$ cat src/rtl/dbr_pkg.sv
package dbr_pkg;

    // Kind of transfer that takes effect on an issue step.
    typedef enum logic [1:0] {
        XFER_NONE   = 2'd0,
        XFER_COND   = 2'd1,
        XFER_UNCOND = 2'd2
    } xfer_kind_e;

    // Slot-squash rule: a conditional transfer kills its delay slot only
    // when it falls through; an unconditional one kills it always.
    // Both require the annul bit.
    function automatic logic slot_squashed(xfer_kind_e kind, logic taken, logic annul);
        case (kind)
            XFER_COND:   return annul & ~taken;
            XFER_UNCOND: return annul;
            default:     return 1'b0;
        endcase
    endfunction

endpackage

$ cat src/rtl/dbr_xfer_decode.sv
module dbr_xfer_decode
    import dbr_pkg::*;
(
    input  logic step_i,
    input  logic vld_i,
    input  logic taken_i,
    input  logic cond_i,
    input  logic annul_i,
    input  logic cur_squash_i,
    output logic redirect_o,
    output logic squash_next_o
);

    xfer_kind_e kind;

    always_comb begin
        // A squashed slot has no effects, so its transfer is dropped.
        if (!step_i || !vld_i || cur_squash_i) begin
            kind = XFER_NONE;
        end else if (cond_i) begin
            kind = XFER_COND;
        end else begin
            kind = XFER_UNCOND;
        end
        redirect_o    = (kind != XFER_NONE) && taken_i;
        squash_next_o = slot_squashed(kind, taken_i, annul_i);
    end

endmodule

$ cat src/rtl/dbr_npc_gen.sv
module dbr_npc_gen #(
    parameter int AW   = 32,
    parameter int STEP = 4
) (
    input  logic [AW-1:0] npc_i,
    input  logic [AW-1:0] tgt_i,
    input  logic          redirect_i,
    output logic [AW-1:0] npc_next_o
);

    localparam logic [AW-1:0] INCR = AW'(STEP);

    logic [AW-1:0] npc_seq;

    always_comb begin
        npc_seq    = npc_i + INCR;
        npc_next_o = redirect_i ? tgt_i : npc_seq;
    end

endmodule

$ cat src/rtl/dbr_seq.sv
module dbr_seq #(
    parameter int              AW        = 32,
    parameter int              STEP      = 4,
    parameter logic [AW-1:0]   RESET_VEC = 32'h0000_1000
) (
    input  logic          clk,
    input  logic          rst_n,
    input  logic          step_i,
    input  logic          xfer_vld_i,
    input  logic          xfer_taken_i,
    input  logic          xfer_cond_i,
    input  logic          xfer_annul_i,
    input  logic [AW-1:0] xfer_tgt_i,
    output logic [AW-1:0] pc_o,
    output logic [AW-1:0] npc_o,
    output logic          squash_o
);

    localparam logic [AW-1:0] RESET_NPC = RESET_VEC + AW'(STEP);

    typedef struct packed {
        logic [AW-1:0] pc;
        logic [AW-1:0] npc;
        logic          squash;
    } seq_state_t;

    seq_state_t    st_d, st_q;
    logic          redirect;
    logic          squash_next;
    logic [AW-1:0] npc_next;

    dbr_xfer_decode i_decode (
        .step_i        (step_i),
        .vld_i         (xfer_vld_i),
        .taken_i       (xfer_taken_i),
        .cond_i        (xfer_cond_i),
        .annul_i       (xfer_annul_i),
        .cur_squash_i  (st_q.squash),
        .redirect_o    (redirect),
        .squash_next_o (squash_next)
    );

    dbr_npc_gen #(
        .AW   (AW),
        .STEP (STEP)
    ) i_npc (
        .npc_i      (st_q.npc),
        .tgt_i      (xfer_tgt_i),
        .redirect_i (redirect),
        .npc_next_o (npc_next)
    );

    always_comb begin
        st_d = st_q;
        if (step_i) begin
            st_d.pc     = st_q.npc;
            st_d.npc    = npc_next;
            st_d.squash = squash_next;
        end
    end

    always_ff @(posedge clk) begin
        if (!rst_n) begin
            st_q.pc     <= RESET_VEC;
            st_q.npc    <= RESET_NPC;
            st_q.squash <= 1'b0;
        end else begin
            st_q <= st_d;
        end
    end

    assign pc_o     = st_q.pc;
    assign npc_o    = st_q.npc;
    assign squash_o = st_q.squash;

endmodule

$ cat config.mk
export PLATFORM = sky130hd
export DESIGN_NAME = dbr_seq
export DESIGN_NICKNAME = d
export VERILOG_FILES = /design/src/rtl/dbr_pkg.sv /design/src/rtl/dbr_xfer_decode.sv /design/src/rtl/dbr_npc_gen.sv /design/src/rtl/dbr_seq.sv
export SDC_FILE = /design/constraint.sdc
export NUM_CORES = 1
export LEC_CHECK = 0
export ABC_AREA = 1
export BUFFER_PORTS_ARGS = -buffer_cell sky130_fd_sc_hd__buf_2
export CAP_MARGIN = 20
export CORE_ASPECT_RATIO = 1.2
export CORE_UTILIZATION = 33
export DETAILED_ROUTE_END_ITERATION = 7
export PLACE_DENSITY = 0.53
export SYNTH_ARGS = -nofsm -noshare
export SYNTH_HDL_FRONTEND = slang
export SYNTH_SLANG_ARGS = --single-unit
$ cat constraint.sdc
create_clock -name clk -period 2 [get_ports clk]
set_clock_uncertainty 0.05 [all_clocks]
set_input_delay 0.1 -clock clk [delete_from_list [all_inputs] [get_ports clk]]
set_output_delay 0.1 -clock clk [all_outputs]
set_load 0.03 [all_outputs]
Word-level counts from Yosys, hierarchy flattened
Cells that the tools add are included.
{ "totals": {"register_bits": 65, "inputBits": 39, "out_inout_bits": 65, "wordCells": 18} }
{ "classes": {"add_sub_neg": 1, "n_eq_ne": 2, "muxes": 4, "bitwise_logic": 2, "reduce_logical": 6} }
{ "ops": {"columns": ["op", "n"], "rows": [
  ["adder 32 x 3 -> 32 bit, second input constant", 1],
  ["2-to-1 mux 32 bit", 1],
  ["2-to-1 mux 2 bit", 2],
  ["== test 2 x 1 -> 1 bit, second input constant", 1],
  ["== test 2 bit, second input constant", 1],
  ["zero test 1 bit", 2],
  ["logical OR 1 bit", 2],
  ["one-hot mux 1 bit (2 select lines)", 1],
  ["nonzero test 2 bit", 1],
  ["bitwise AND 1 bit", 1],
  ["logical AND 1 bit", 1],
  ["inverter 1 bit", 1]
]} }

Depth between registers and ports, before layout
Gate-level depths: netlist of the first run.
{ "depth": {"ltp_word": 7, "ltp_mapped": 10, "ltp_nobuf": 10} }

Cells and area by module
A second synthesis of the first run with hierarchy kept.
{ "unflattened": {"cells_unflattened": 689, "area_unflattened_um2": 3968.8} }
{ "by_module_without_submodules": {"columns": ["module", "n_inst", "cells_each", "area_per_inst_um2", "seq_area_each_um2"], "rows": [
  ["dbr_seq", 1, 406, 2725.1, 1301.2],
  ["dbr_npc_gen", 1, 276, 1211.2, 0.0],
  ["dbr_xfer_decode", 1, 7, 32.5, 0.0]
]} }

Least setup slack after synthesis of the first run
OpenSTA, ideal clock, no wires.
{ "synth_timing": {"path_type": "reg-to-reg", "startpoint": "register st_q (netlist bit npc_o[3])", "endpoint": "register st_q (netlist bit npc_o[26])", "setup_ns": 0.132, "arrival_ns": 1.560, "required_time_ns": 1.818, "slack_ns": 0.258, "stages_incl_launch_ff": 11, "n_path_buf": 0, "period_less_slack_ns": 1.742, "path_cell_list": "dfxtp_1 -> ha_1 -> nand2_2 -> nor2_4 -> nand2_2 -> nor2_4 -> nand2_1 -> nand2_1 -> nand3_1 -> nand2_1 -> a21oi_1"} }
{ "synth_via": {"elab_chain_len": 2} }
{ "synth_lines": {"columns": ["element", "line_no", "source"], "rows": [
  ["start: declaration", "dbr_seq.sv:27", "seq_state_t st_d, st_q;"],
  ["start signal: assignment", "dbr_seq.sv:68", "st_q <= st_d;"],
  ["adder 32 x 3 -> 32 bit", "dbr_npc_gen.sv:16", "npc_seq = npc_i + INCR;"],
  ["2-to-1 mux 32 bit", "dbr_npc_gen.sv:17", "npc_next_o = redirect_i ? tgt_i : npc_seq;"]
]} }
Every way passes these cells.
A chain may end at the register's enable or synchronous reset.

Worst setup path after layout of the first run
{ "layout_timing": {"startpoint": "register st_q (netlist bit npc_o[3])", "endpoint": "register st_q (netlist bit npc_o[16])"} }
Same word-level chain as after synthesis.

==> flow_summary.json, run 1 <==
{
  "hold_path_end": "npc_o[4]$_SDFFE_PN0P_",
  "drt_iter0_markers": 187,
  "io_buffer_count": 103,
  "crit_required_ns": 2.21,
  "hold_viol": 0,
  "dpl.hpwl_um": 7620,
  "yosysWarningCount": 0,
  "peakVddDrop_uv": 465,
  "crit_type": "flop to flop",
  "rr_startpoint": "npc_o[3]$_SDFFE_PN0P_",
  "drt_pass1_iterations": 4,
  "io_pins": 104,
  "grt_pass1_wl_um": 17400,
  "reg2reg_depth": 7,
  "stdcell_count": 748,
  "status": "finished clean",
  "fmax_ghz": 0.567,
  "cp_top_family": "simple AND/OR/NAND/NOR gates",
  "die_h_um": 113,
  "synthCells": 521,
  "antenna_found_initial": 0,
  "hold_slack_ns": 0.00865,
  "row_count": 40,
  "min_path_cells": 3,
  "finalNetCount": 657,
  "slowest_stage": "dfxtp_1",
  "cts_hold_buf": 2,
  "route.detailed.drc": 0,
  "synth_area_mm2": 0.00337,
  "cts.clk_slew.worst_paths_ns": 0.05,
  "stdcell_area_mm2": 0.00427,
  "cts_made_buffers": 9,
  "wl_um": 10600,
  "worstPathArrival_ns": 1.97,
  "core_mm2": 0.00996,
  "place.gp.congestion": 0.834,
  "cts_setup_buffers": 0,
  "finalSetupViolCount": 0,
  "cp-end-kind": "flop",
  "cp-start-kind": "flop",
  "drive_above_1_share_pct": 22.8,
  "finalWorstSetupSlack_ns": 0.236,
  "htree_levels": 3,
  "p_per_area_mw_per_mm2": 788,
  "vias": 3672,
  "grt_pass1_vias": 3571,
  "clock_sinks": 65,
  "post_synth.cell_area_avg_um2": 6.47,
  "area_delta_synth_final_pct": 26.5,
  "dpl.cell_count": 730,
  "placed_cell_area_mm2": 0.00397,
  "avgRoutedWirePerCell_um": 14.2,
  "avgViaCountPerCell": 4.91,
  "clock_latency_ns": 0.33,
  "hold_path_class": "input port to flop",
  "post-route-period-util_pct": 88.2,
  "critical_path_buf_inv_count": 0,
  "cts_resized": 0,
  "clockBufferDepth": 2,
  "maxCapViolCount": 0,
  "fin_util_pct": 42.9,
  "layout_min_cycle_time_ns": 1.76,
  "num_antenna_cells": 0,
  "slew_viol_final": 0,
  "die_w_um": 94.3,
  "max_slew.worst_pin.slew_ns": 0.438,
  "r2r_setup_slack_ns": 0.24,
  "initial_core_util_pct": 33.9,
  "rsz0062_at_grt": "no",
  "yosysSeqAreaShare_pct": 38.6,
  "cts_root_buf": "clkbuf_16",
  "power_mw": 3.36,
  "path_cells": "ha_1 -> nand3_1 -> nor2_1 -> nand3_1 -> a21oi_1 -> o21ai_0 -> a21oi_1",
  "fin_setup_tns_ns": 0,
  "place_ws_ns": 0.242,
  "max_stage_delay_ns": 0.43,
  "crit_fanout": 6,
  "worstHoldStart": "xfer_tgt_i[4]",
  "antenna_left": 0,
  "syn_nets": 561,
  "grt-ovfl-total": 0,
  "p_leak_nw": 1.90,
  "relSlewSlack_pct": 70.8,
  "synth.distinct_cells": 27,
  "cts_tree": "yes",
  "track_usage_pct": 21.2,
  "grt_max_degree": 49,
  "dieArea_mm2": 0.0106,
  "synth-seq-cells": 65,
  "timing.rr.end": "npc_o[16]$_SDFFE_PN0P_"
}
[cell type report]
cell class	count	area [µm²]
fill	1093	5690
clock buffer	13	260
sequential	65	1300
tap	126	158
timing repair buffer	112	588
multi-input combinational	400	1840
clock inverter	3	15.0
inverter	29	109
[worst max path at each step]
stage / from / to / cells past startpoint / slack, ns
after CTS: npc_o[3]$_SDFFE_PN0P_ / npc_o[16]$_SDFFE_PN0P_ / 7 / 0.23
final: npc_o[3]$_SDFFE_PN0P_ / npc_o[16]$_SDFFE_PN0P_ / 7 / 0.24
after global routing: npc_o[3]$_SDFFE_PN0P_ / npc_o[16]$_SDFFE_PN0P_ / 7 / 0.02
after detailed placement: npc_o[3]$_SDFFE_PN0P_ / npc_o[16]$_SDFFE_PN0P_ / 7 / 0.24
after floorplan: npc_o[3]$_SDFFE_PN0P_ / npc_o[26]$_SDFFE_PN0P_ / 10 / 0.26
after global placement: npc_o[2]$_SDFFE_PN1P_ / npc_o[16]$_SDFFE_PN0P_ / 7 / 0.28
[sequential cells by signal, summed over array words and instances (netlist names)]
register  flops
npc_o        32
pc_o         32
squash_o      1
[cell usage in the layout, fill, tap and decap left out, types with 3 or more instances in the layout]
cell type	netlist	final
nand2_1	128	127
buf_2	7	103
nor2_1	97	97
dfxtp_1	65	65
a21oi_1	63	63
o21ai_0	49	49
nand3_1	33	33
inv_1	26	26
clkbuf_16	0	9
o211ai_1	7	7
buf_4	3	7
nor2_2	4	4
nand2_2	3	4
nor2_4	4	4
clkinv_2	0	3
[power breakdown]
group / internal, mW / total, mW / switching [mW]
logic: 0.149 / 0.477 / 0.328
registers: 1.36 / 1.42 / 0.0603
clock network: 0.900 / 1.46 / 0.564
[synth_stat cells (all sizes together)]
cell    number  area share (%)
nor2       107              14
buf         13             2.3
ha           1            0.37
o21a         1            0.22
nand3       33             4.9
clkinv       1            0.11
xnor2        1            0.26
dfxtp       65              39
and2         1            0.19
o21ai       51             7.6
inv         28             3.1
o21bai       1            0.22
clkbuf      14             1.6
o211ai       7             1.6
a21oi       63             9.3
o31ai        1            0.22
nand2      133              15
[kinds of logic (layout without fill, tap and decap cells)]
logic type      after synthesis  count (layout)  synth area share (%)
flops                        65              65                  38.6
fa+ha+maj                     1               1                 0.371
compound gates              124             124                  19.1
simple gates                274             274                  34.6
buf+inv                      56             157                  7.05
xor+xnor                      1               1                 0.260
[worst reg2reg max path: stages (launching register included)]
cell and delay, ns:
dfxtp_1 0.43, ha_1 0.24, nand3_1 0.11, nor2_1 0.31, nand3_1 0.19, a21oi_1 0.15, o21ai_0 0.09, a21oi_1 0.12
[layer usage]
| metal | routed length, µm | part of all wire (%) | GRT usage [%] |
|---|---|---|---|
| met1 | 4850 | 46 | 27.0 |
| met2 | 5060 | 48 | 35.1 |
| met3 | 526 | 5.0 | 4.37 |
| met4 | 176 | 1.7 | 7.28 |
| met5 | 0 | 0 | 0 |
No activity file was read; power rests on OpenSTA's default activity.
==> run 2, diff against run 1 <==
clock period = 1.75 ns   (was 2 ns; I/O delays follow)
==> flow_summary.json, run 2 (synthesized netlist as in run 1, its figures left out) <==
{
  "finalSetupViolCount": 0,
  "io_buffer_count": 103,
  "relSlewSlack_pct": 69.6,
  "slew_viol_final": 0,
  "max_stage_delay_ns": 0.36,
  "avgViaCountPerCell": 4.84,
  "dieArea_mm2": 0.0106,
  "grt_pass1_wl_um": 17300,
  "antenna_found_initial": 0,
  "layout_common_cells": "127 x nand2_1, 103 x buf_2, 94 x nor2_1, 65 x dfxtp_1, 63 x a21oi_1",
  "dpl.cell_count": 744,
  "row_count": 40,
  "post-route-period-util_pct": 93.8,
  "drive_above_1_share_pct": 25.2,
  "slowest_stage": "dfxtp_1",
  "finalNetCount": 681,
  "clockBufferDepth": 2,
  "maxCapViolCount": 0,
  "p_leak_nw": 2.06,
  "drt_iter0_markers": 196,
  "grt-ovfl-total": 0,
  "reg2reg_depth": 7,
  "intPower_mw": 3.27,
  "hold_slack_ns": 0.0178,
  "hold_path_class": "input port to flop",
  "track_usage_pct": 21.1,
  "route.detailed.drc": 0,
  "layout_commonest_cell": "nand2_1",
  "io_pins": 104,
  "stdcell_area_mm2": 0.00461,
  "grt_pass1_vias": 3472,
  "multi_input_area_mm2": 0.00185,
  "num_antenna_cells": 0,
  "initial_core_util_pct": 33.9,
  "cts.clk_slew.worst_paths_ns": 0.06,
  "grt_max_degree": 49,
  "regArea_mm2": 0.00130,
  "cp-start-kind": "flop",
  "crit_type": "flop to flop",
  "placed_cell_area_mm2": 0.00412,
  "wl_um": 10700,
  "stdcell_count": 772,
  "critical_path_buf_inv_count": 0,
  "crit_fanout": 4,
  "seq_power_share_pct": 36.8,
  "cts_root_buf": "clkbuf_16",
  "cp-end-kind": "flop",
  "crit_required_ns": 1.96,
  "path_cells": "ha_2 -> nand3_1 -> nor2_2 -> nand3_1 -> a21oi_1 -> o21ai_0 -> a21oi_1",
  "layout_min_cycle_time_ns": 1.64,
  "dpl.hpwl_um": 7480,
  "pwr-share-clk_pct": 49.5,
  "place.gp.congestion": 0.817,
  "peakVddDrop_uv": 468,
  "avgRoutedWirePerCell_um": 13.9,
  "cts_made_buffers": 9,
  "antenna_left": 0,
  "area_delta_synth_final_pct": 36.6,
  "htree_levels": 3,
  "rsz0062_at_grt": "yes",
  "die_h_um": 113,
  "max_slew.worst_pin.slew_ns": 0.456,
  "die_w_um": 94.3,
  "fmax_ghz": 0.609,
  "cp_top_family": "simple AND/OR/NAND/NOR gates",
  "p_sw_share_pct": 25.4,
  "p_per_area_mw_per_mm2": 952,
  "path_depth": 7,
  "min_path_cells": 3,
  "hold_viol": 0,
  "cts_tree": "yes",
  "core_mm2": 0.00996,
  "fill_cells": 1029,
  "power.switching_mw": 1.12,
  "drt_pass1_iterations": 5,
  "clock_latency_ns": 0.33,
  "pwr-share-comb_pct": 13.7,
  "vias": 3734,
  "worstPathArrival_ns": 1.85,
  "clock_sinks": 65,
  "status": "finished clean"
}
==> run 2: cell count changes in the layout (fill, tap and decap cells not counted), sizes merged <==
cell | before | now
dlygate4sd3 | 2 | 11
clkbuf | 13 | 12
buf | 110 | 125
clkinv | 4 | 1
clkinvlp | 0 | 1
bufinv | 0 | 3
==> run 2: area by class of cell <==
cell class              instances  share of cell area (%)
well taps                     126                    3.42
repair buffers                136                    18.0
flip-flops and latches         65                    28.2
clock inverters                 4                    2.12
multi-input cells             400                    40.1
clock buffers                  12                    5.78
inverters                      29                    2.36
==> run 2: power by group through the flow <==
stage,combinational [mW],clock [mW],sequential (mW)
2_1_floorplan,0.224,0,1.79
3_3_place_gp,0.580,0,1.64
3_5_place_dp,0.585,0,1.64
4_1_cts,0.605,2.22,1.61
5_1_grt,0.659,2.29,1.62
6_report,0.601,2.17,1.61
==> run 2: path summary, 6_finish.rpt <==
path,startpoint,slack [ns],to
max,npc_o[2]$_SDFFE_PN1P_,0.11,npc_o[16]$_SDFFE_PN0P_
min,xfer_tgt_i[13],0.02,npc_o[13]$_SDFFE_PN0P_
max reg2reg,npc_o[2]$_SDFFE_PN1P_,0.11,npc_o[16]$_SDFFE_PN0P_
min reg2reg,npc_o[0]$_SDFFE_PN0P_,0.42,npc_o[0]$_SDFFE_PN0P_
==> run 2: metrics by stage <==
step	power, mW	TNS, ns	setup WS [ns]	util [%]
global route	4.57	-0.0665	-0.0309	46.3
finish	4.39	0	0.109	46.3
CTS	4.43	0	0.0929	46.1
global placement	2.22	0	0.0371	41.3
detailed placement	2.23	-0.0171	-0.0171	41.3
floorplan	2.01	0	0.00771	-
==> run 2: repair_timing <==
action / in CTS / in global routing
endpoints found under the hold margin: 10 / 0
hold buffers: 11 / 0
setup endpoints to repair: 1 / 5
pin swaps: 0 / 1
gates resized for setup: 1 / 3
setup buffers: 0 / 1
cloned: 0 / 0
==> run 2: layer usage <==
layer  vias to the layer above  track usage [%]  share of wire, %
met3                         7             4.23               4.3
met5                         -                0                 0
met2                        81             34.7                48
met1                      1711             27.6                47
met4                         0             6.46               1.0
li1                       1935                -                 -
==> run 2: worst reg2reg max path: stages (launching register included) <==
cell and delay, ns:
dfxtp_1 0.36, ha_2 0.22, nand3_1 0.11, nor2_2 0.26
nand3_1 0.18, a21oi_1 0.16, o21ai_0 0.09, a21oi_1 0.14
==> run 3, diff against run 2 <==
ABC_AREA = unset   (was 1)
==> flow_summary.json, run 3 <==
{
  "crit_fanout": 4,
  "synth-compound-area-share_pct": 20.8,
  "layout_common_cells": "102 x buf_2, 56 x buf_4, 54 x nor2_1, 41 x dfxtp_1, 35 x nand2_1",
  "yosysWarningCount": 0,
  "power.switching_mw": 0.961,
  "synthFlopType": "dfxtp_1",
  "die_w_um": 91.2,
  "avgRoutedWirePerCell_um": 15.7,
  "antenna_left": 0,
  "synthMuxAreaShare_pct": 10.2,
  "stdcell_count": 654,
  "layout_commonest_cell": "buf_2",
  "cts_root_buf": "clkbuf_8",
  "htree_levels": 3,
  "synth_top_area_share_pct": 41.3,
  "hold_path_class": "input port to flop",
  "post_synth.cell_area_avg_um2": 8.47,
  "relSlewSlack_pct": 66.8,
  "pwr-share-comb_pct": 17.7,
  "rsz0062_at_grt": "yes",
  "async_flop_share_pct": 0,
  "core_mm2": 0.00918,
  "grt_max_degree": 57,
  "vias": 3424,
  "die_h_um": 109,
  "synthXorXnorAreaFrac_pct": 0,
  "p_sw_share_pct": 28.7,
  "cts_made_buffers": 9,
  "synth_area_mm2": 0.00315,
  "pwr-share-clk_pct": 35.7,
  "hold_slack_ns": 0.0157,
  "grt.busiest_layer": "met2",
  "cts_tree": "yes",
  "violations": "negative setup slack",
  "post-route-period-util_pct": 103,
  "reg2reg_depth": 5,
  "min_path_cells": 3,
  "drt_iter0_markers": 148,
  "route.detailed.drc": 0,
  "antenna_found_initial": 0,
  "drive_above_1_share_pct": 44.2,
  "yosysSeqAreaShare_pct": 41.3,
  "synth-seq-cells": 65,
  "grt_pass1_vias": 3271,
  "synth_top_family_by_area": "simple AND/OR/NAND/NOR gates",
  "intPower_mw": 2.39,
  "max_slew.worst_pin.slew_ns": 0.498,
  "grt-ovfl-total": 0,
  "hold_viol": 0,
  "synth_commonest_cells": "65 x dfxtp_1, 55 x nor2_1, 38 x nand2_1",
  "worstPathArrival_ns": 1.96,
  "cp-start-kind": "flop",
  "avgViaCountPerCell": 5.24,
  "status": "finished, violations left",
  "fill_cells": 910,
  "power_mw": 3.35,
  "slew_viol_final": 0,
  "synth.area.top_cells": "dfxtp_1 41%, mux2i_1 9.8%, nor2_1 6.6%",
  "yosys.area.top_type": "dfxtp_1",
  "crit_type": "flop to flop",
  "place.gp.congestion": 0.828,
  "p_leak_nw": 2.17,
  "dpl.cell_count": 626,
  "grt_pass1_wl_um": 16300,
  "synth.distinct_cells": 55,
  "seq_power_share_pct": 46.6,
  "fmax_ghz": 0.555,
  "wl_um": 10300,
  "syn_nets": 412,
  "synth_edf_count": 0,
  "io_buffer_count": 103,
  "drt_pass1_iterations": 4,
  "clock_sinks": 65,
  "io_pins": 104,
  "p_per_area_mw_per_mm2": 706,
  "crit_required_ns": 1.91,
  "multi_input_area_mm2": 0.00195,
  "cp-end-kind": "flop",
  "dieArea_mm2": 0.00994,
  "num_antenna_cells": 0,
  "gr-usage-met2_pct": 34.8,
  "regArea_mm2": 0.00137,
  "finalNetCount": 569,
  "cts.clk_slew.worst_paths_ns": 0.07,
  "clock_latency_ns": 0.34,
  "area_delta_synth_final_pct": 50.7,
  "synth_most_common_cell": "dfxtp_1",
  "row_count": 38,
  "synthCells": 372,
  "dpl.hpwl_um": 7160,
  "grt_use_met1_pct": 27.1,
  "synth-simple-area-share_pct": 24.2,
  "peakVddDrop_uv": 300,
  "stdcell_area_mm2": 0.00475,
  "finalSetupViolCount": 3,
  "track_usage_pct": 20.9,
  "synthAdderAreaFrac_pct": 0.397,
  "clockBufferDepth": 2,
  "placed_cell_area_mm2": 0.00428,
  "layout_min_cycle_time_ns": 1.80,
  "grtUsageMet3_pct": 4.32,
  "finalWorstSetupSlack_ns": -0.0508,
  "maxCapViolCount": 0,
  "initial_core_util_pct": 34.3
}
run 3: cell types whose count changed after synthesis, sizes merged, moves of 9 or more:
cell    before  now
o21ai       51   20
nor2       107   55
mux2i        0   31
nand3       33   16
buf         13    1
a211oi       0    9
clkbuf      14   23
a21oi       63   20
inv         28    1
nand2      133   38
and3         0   11
run 3: stage by stage:
| step | worst slack, ns | setup TNS [ns] | utilization (%) |
|---|---|---|---|
| 3_3_place_gp | -0.106 | -0.194 | 46.6 |
| 4_1_cts | -0.124 | -0.191 | 49.8 |
| 2_1_floorplan | -0.172 | -1.06 | - |
| 5_1_grt | -0.116 | -0.795 | 51.7 |
| 6_report | -0.0508 | -0.0809 | 51.7 |
| 3_5_place_dp | -0.120 | -0.330 | 46.6 |
run 3: repair_timing:
action,in CTS,in global routing
pin swaps,1,15
setup buffers,2,5
endpoints found under the setup margin,11,18
gates resized for setup,7,27
hold buffers,5,0
endpoints found under the hold margin,5,0
run 3: layout make-up:
type / count / share of cell area [%]
clock buffer: 14 / 3.64
multi-input combinational: 281 / 41.1
sequential: 65 / 28.8
timing repair buffer: 170 / 23.0
tap: 120 / 3.16
inverter: 2 / 0.158
clock inverter: 2 / 0.237
run 3: cells by family after synthesis:
logic type      count (synthesis)
mux                            32
flops                          65
buf+inv                        26
simple gates                  151
compound gates                 97
fa+ha+maj                       1
run 3: power by group through the flow:
stage                     clock network (mW)  registers, mW  logic, mW
after global placement                     0           1.59      0.562
after global routing                    1.30           1.57      0.646
after CTS                               1.24           1.56      0.580
after detailed placement                   0           1.59      0.566
final                                   1.20           1.56      0.594
after floorplan                            0           1.71      0.216
run 3: worst max-delay path, cell delays in order (launching register included):
cell and delay, ns:
dfxtp_2 0.36, nand3_4 0.10, or4_4 0.58, or4_1 0.41
o21ai_1 0.09, a211oi_1 0.08
run 3: routing by layer:
layer  vias to the layer above  wire, µm
li1                       1691         -
met1                      1611      4590
met2                       110      4950
met3                        12       577
met4                         0       167
met5                         -         0
run 3: worst paths after layout:
| check | startpoint | to | slack, ns |
|---|---|---|---|
| max | npc_o[10]$_SDFFE_PN0P_ | npc_o[22]$_SDFFE_PN0P_ | -0.05 |
| min | rst_n | pc_o[15]$_SDFFE_PN0P_ | 0.02 |
| max reg2reg | npc_o[10]$_SDFFE_PN0P_ | npc_o[22]$_SDFFE_PN0P_ | -0.05 |
| min reg2reg | pc_o[12]$_SDFFE_PN1P_ | pc_o[12]$_SDFFE_PN1P_ | 0.42 |
